`config.mk`:
```
export PLATFORM = sky130hd
export DESIGN_NAME = pol_outmode_ctrl
export DESIGN_NICKNAME = d
export VERILOG_FILES = /design/src/rtl/pom_pkg.sv /design/src/rtl/pom_strobe_edge.sv /design/src/rtl/pom_pol_track.sv /design/src/rtl/pom_mode_seq.sv /design/src/rtl/pom_pin_reg.sv /design/src/rtl/pol_outmode_ctrl.sv
export SDC_FILE = /design/constraint.sdc
export NUM_CORES = 1
export LEC_CHECK = 0
export ABC_AREA = 1
export BUFFER_PORTS_ARGS = -buffer_cell sky130_fd_sc_hd__buf_2
export CORE_AREA = 2 2 39 41
export DETAILED_ROUTE_END_ITERATION = 12
export DIE_AREA = 0 0 41 43
export PLACE_DENSITY_LB_ADDON = 0.25
export RECOVER_POWER = 100
export SYNTH_ARGS = -nofsm -noshare
export SYNTH_HDL_FRONTEND = slang
export SYNTH_SLANG_ARGS = --single-unit
```
`constraint.sdc`:
```
create_clock -name clk -period 1.6 [get_ports clk]
set_clock_uncertainty 0.15 [all_clocks]
set_input_delay 0.16 -clock clk [delete_from_list [all_inputs] [get_ports clk]]
set_output_delay 0.16 -clock clk [all_outputs]
set_load 0.02 [all_outputs]
```
`src/rtl/pom_pkg.sv`:
```
// Shared types for the polarity output mode controller.
package pom_pkg;
    // Output stage mode, two bits per channel.
    typedef enum logic [1:0] {
        OM_DRIVE = 2'b00,
        OM_RESET = 2'b01,
        OM_HIZ   = 2'b10
    } out_mode_e;
endpackage

```
`src/rtl/pom_strobe_edge.sv`:
```
// Detects rising and falling edges of the line strobe.
// Assumes strobe_i is synchronous to clk; edges are combinational
// from the input and a one-cycle history register.
module pom_strobe_edge (
    input  logic clk,
    input  logic rst_n,
    input  logic strobe_i,
    output logic rise_o,
    output logic fall_o
);
    logic strb_q;

    // Keep last cycle's strobe level.
    always_ff @(posedge clk) begin
        if (!rst_n) strb_q <= 1'b0;
        else        strb_q <= strobe_i;
    end

    assign rise_o = strobe_i & ~strb_q;
    assign fall_o = ~strobe_i & strb_q;
endmodule

```
`src/rtl/pom_pol_track.sv`:
```
// Holds the polarity captured at each strobe rise and flags a flip
// against the previous line. Derives per-channel bank selects:
// channel n = bit n-1; odd channels take the stored polarity,
// even channels its inverse (1 = high bank).
module pom_pol_track #(
    parameter int NUM_CH = 8
) (
    input  logic              clk,
    input  logic              rst_n,
    input  logic              rise_i,
    input  logic              pol_i,
    output logic              flip_o,
    output logic [NUM_CH-1:0] bank_hi_o
);
    logic pol_line_q;

    // Capture polarity only on strobe rise; reset to low.
    always_ff @(posedge clk) begin
        if (!rst_n)      pol_line_q <= 1'b0;
        else if (rise_i) pol_line_q <= pol_i;
    end

    assign flip_o = rise_i & (pol_i != pol_line_q);

    for (genvar i = 0; i < NUM_CH; i++) begin : g_bank
        localparam int CH_NUM = i + 1;
        if (CH_NUM % 2 == 1) begin : g_odd
            assign bank_hi_o[i] = pol_line_q;
        end else begin : g_even
            assign bank_hi_o[i] = ~pol_line_q;
        end
    end
endmodule

```
`src/rtl/pom_mode_seq.sv`:
```
// Sequences the shared output mode across a strobe: reset or high
// impedance from rise (by flip flag), drive from fall, with a
// one-cycle apply pulse. Starts in high impedance after reset.
module pom_mode_seq
    import pom_pkg::*;
(
    input  logic      clk,
    input  logic      rst_n,
    input  logic      rise_i,
    input  logic      fall_i,
    input  logic      flip_i,
    output out_mode_e mode_o,
    output logic      apply_o
);
    out_mode_e mode_q;
    logic      apply_q;

    // Mode update on strobe edges.
    always_ff @(posedge clk) begin
        if (!rst_n)      mode_q <= OM_HIZ;
        else if (rise_i) mode_q <= flip_i ? OM_RESET : OM_HIZ;
        else if (fall_i) mode_q <= OM_DRIVE;
    end

    // Apply pulse for one cycle after a falling strobe edge.
    always_ff @(posedge clk) begin
        if (!rst_n) apply_q <= 1'b0;
        else        apply_q <= fall_i;
    end

    assign mode_o  = mode_q;
    assign apply_o = apply_q;
endmodule

```
`src/rtl/pom_pin_reg.sv`:
```
// Registers static mode pins; resets to all ones to mirror pull-ups.
module pom_pin_reg #(
    parameter int W = 2
) (
    input  logic         clk,
    input  logic         rst_n,
    input  logic [W-1:0] d_i,
    output logic [W-1:0] q_o
);
    // Plain capture with high reset value.
    always_ff @(posedge clk) begin
        if (!rst_n) q_o <= '1;
        else        q_o <= d_i;
    end
endmodule

```
`src/rtl/pol_outmode_ctrl.sv`:
```
// Top: output mode control for a polarity-inverting column driver.
// Assumes one strobe pulse per line, synchronous to clk, and that
// polarity_i is settled at the cycle the strobe rises.
module pol_outmode_ctrl
    import pom_pkg::*;
#(
    parameter int NUM_CH = 8
) (
    input  logic                clk,
    input  logic                rst_n,
    input  logic                strobe_i,
    input  logic                polarity_i,
    input  logic                slew_pin_i,
    input  logic                ores_pin_i,
    output logic [NUM_CH-1:0]   bank_hi_o,
    output logic [2*NUM_CH-1:0] mode_o,
    output logic                line_apply_o,
    output logic                slew_fast_o,
    output logic                drive_strong_o
);
    localparam int MODE_W = 2;

    logic      rise, fall, flip;
    out_mode_e mode;
    logic [1:0] pins_q;

    pom_strobe_edge u_edge (
        .clk, .rst_n, .strobe_i, .rise_o(rise), .fall_o(fall)
    );

    pom_pol_track #(.NUM_CH(NUM_CH)) u_pol (
        .clk, .rst_n, .rise_i(rise), .pol_i(polarity_i),
        .flip_o(flip), .bank_hi_o(bank_hi_o)
    );

    pom_mode_seq u_seq (
        .clk, .rst_n, .rise_i(rise), .fall_i(fall), .flip_i(flip),
        .mode_o(mode), .apply_o(line_apply_o)
    );

    pom_pin_reg #(.W(2)) u_pins (
        .clk, .rst_n, .d_i({slew_pin_i, ores_pin_i}), .q_o(pins_q)
    );

    assign slew_fast_o    = pins_q[1];
    assign drive_strong_o = pins_q[0];

    // Fan the shared mode out to every channel.
    for (genvar i = 0; i < NUM_CH; i++) begin : g_mode
        assign mode_o[MODE_W*i +: MODE_W] = mode;
    end
endmodule

```
==> impl_metrics.tcl <==
set metrics [dict create \
    ios 33 \
    num_vias 352 \
    fin_crit_sh_pct 91.02 \
    ys_ff_latch 7 \
    antenna_found_initial 0 \
    synth.most_common_cell "buf_4" \
    routed.top_layer "met4" \
    hold_path.class "in2reg" \
    cts_max_level 1 \
    postCtsSetupBuffers 0 \
    drtAntennaViolNets 0 \
    cellInternalPower_mw 0.3239 \
    synth_flop_cell "dfxtp_1" \
    nets 83 \
    netSwitchingFraction_pct 36.57 \
    drv_cap 0 \
    synth_common_cells "21 x buf_4, 7 x dfxtp_1, 7 x nand2_1" \
    cts-buffers-inserted 3 \
    p_seq_share_pct 38.5 \
    drive_gt1_share_pct 16.22 \
    fmax_mhz 686.6 \
    yosysWarnings 0 \
    portBuffers 32 \
    cp_max_fo 4 \
    drc 0 \
    rsz0062_at_grt "no" \
    wire_per_inst_um 7.844 \
    pwr-share-clk_pct 33.2 \
    hpwl_um 512.8 \
    hold_depth 3 \
    cpPeakStageDelay_ns 0.54 \
    power_density_nw_per_um2 1013 \
    p_total_mw 0.5107 \
    worst-setup-path-type "in2reg" \
    path_clk_slew_ns 0.06 \
    m1WireLength_um 286 \
    synth_top_area_cell "buf_4" \
    tightest_slew_ns 0.2593 \
    p_sw_mw 0.1868 \
    dr.pass1.iters 4 \
    cts_num_sinks 7 \
    power_frac_comb_pct 28.4 \
    finalCriticalPeriod_ns 1.456 \
    vdd_ir_drop_max_uv 415.4 \
    status "finished clean" \
    worstSetupEndpointType "register" \
    coreArea_um2 1384 \
    grt_max_degree 10 \
    reg2reg_setup_slack_ns 0.44 \
    clk_path_buf_depth 2 \
    place_area_um2 465.4 \
    synth.area.top_cells "buf_4 36%, dfxtp_1 32%, nand2_1 5.9%" \
    path_common_cell "dlygate4sd3_1" \
    start_kind "input pin" \
    finalSetupViolCount 0 \
    slew_viol_final 0 \
    rows 14 \
    gp_congestion 0.6790 \
    required_ns 1.61 \
    ys_async_sr_fraction_pct 0 \
    die_x_um 41 \
    wl_met3_um 91 \
    grt_pass1_wl_um 986 \
    synth_edf_count 0 \
    design_area_um2 504.2 \
    die_h_um 43 \
    avgViaCountPerCell 3.911 \
    yosysSeqAreaShare_pct 31.64 \
    hold_viol_final 0 \
    cts.repair.resized 0 \
    hold_ws_ns 0.03968 \
    die_area_um2 1763 \
    cp.arrival_ns 1.46 \
    cp_cell_sequence "dlygate4sd3_1, clkbuf_1, nand2_1, dlygate4sd3_1, inv_1" \
    start_util_pct 32.01 \
    netlist-cell-type-count 13 \
    cts_tree "done" \
    drt_iter0_markers 3 \
    avgSynthCellArea_um2 8.202 \
    synth_top_area_share_pct 35.59 \
    drt-total-wl_um 706 \
    grt_pass1_vias 272 \
    grt_use_total_pct 8.569 \
    timing.slew.headroom_pct 82.79 \
    syn_nets 62 \
    grt_overflow 0 \
    n_antenna_cell 0 \
    synth_area_um2 442.9 \
    p_leak_nw 0.2301 \
    fin_setup_tns_ns 0 \
    area_growth_pct 13.84 \
    slowest_stage "dlygate4sd3_1" \
    root_buffer "clkbuf_4" \
    reg2reg_depth 4 \
    routed-wl-met2_um 302 \
    synth_cells 54 \
    clk_latency_ns 0.26 \
]
## cell type report
cell class / instances / area (µm²)
fillers: 161 / 879.6
flip-flops and latches: 7 / 140.1
repair buffers: 37 / 176.4
inverters: 8 / 30.03
multi-input cells: 18 / 111.4
well taps: 16 / 20.02
clock buffers: 4 / 26.28
## timing repair
| action | in CTS | in global routing |
|---|---|---|
| hold buffers | 5 | 0 |
| endpoints found under the hold margin | 4 | 0 |
| setup endpoints to repair | 0 | 0 |
## power by group through the flow
stage	logic, mW	registers, mW	clock network (mW)
floorplan	0.140	0.209	0
global placement	0.150	0.199	0
detailed placement	0.150	0.200	0
CTS	0.159	0.196	0.172
global route	0.158	0.201	0.183
finish	0.145	0.196	0.169
## cell usage in the layout (no fill, tap or decap), drive strengths merged
master / n
nand3: 1
inv: 8
a21oi: 3
dfxtp: 7
nand2: 8
buf: 5
dlygate4sd3: 5
nor2: 1
or2: 2
clkbuf: 31
o21ai: 1
ha: 2
## flip-flops by register name, summed over array words and instances, names as in the netlist
| name | cells |
|---|---|
| u_seq.apply_o | 1 |
| u_edge.strb_q | 1 |
| u_pins.q_o | 2 |
| u_seq.mode_o | 2 |
| u_pol.pol_line_q | 1 |
## kinds of logic (layout without fill, tap and decap cells)
| group | after synthesis | count (layout) | share of synthesized area [%] |
|---|---|---|---|
| compound gates | 4 | 4 | 5.367 |
| fa+ha+maj | 2 | 2 | 5.649 |
| buf+inv | 29 | 49 | 42.37 |
| flops | 7 | 7 | 31.64 |
| simple gates | 12 | 12 | 14.97 |
## routing by layer
layer	up-vias	GRT usage, %
met3	3	3.141
met2	22	11.56
li1	180	-
met4	0	8.000
met1	147	9.772
met5	-	0
## stage by stage
stage	utilization [%]	worst slack [ns]	std cells
after floorplan	-	0.4931	54
after global placement	33.63	0.4541	81
after detailed placement	33.63	0.4199	81
after CTS	39.15	0.1511	90
after global routing	36.44	0.06968	90
final	36.44	0.1436	90
## critical path, delay by kind of cell
kind	cells	cell delay [ns]
buffers and inverters	4	1.25
AND/OR/NAND/NOR	1	0.06
## final timing paths
| path | from | end |
|---|---|---|
| hold reg to reg | u_seq.mode_o[0] | u_seq.mode_o[0] |
| hold / removal | polarity_i | u_pol.pol_line_q |
| setup / recovery | rst_n | u_edge.strb_q |
| setup reg to reg | u_edge.strb_q | u_seq.mode_o[0] |
Note: power is estimated with default switching activity, not from simulation.
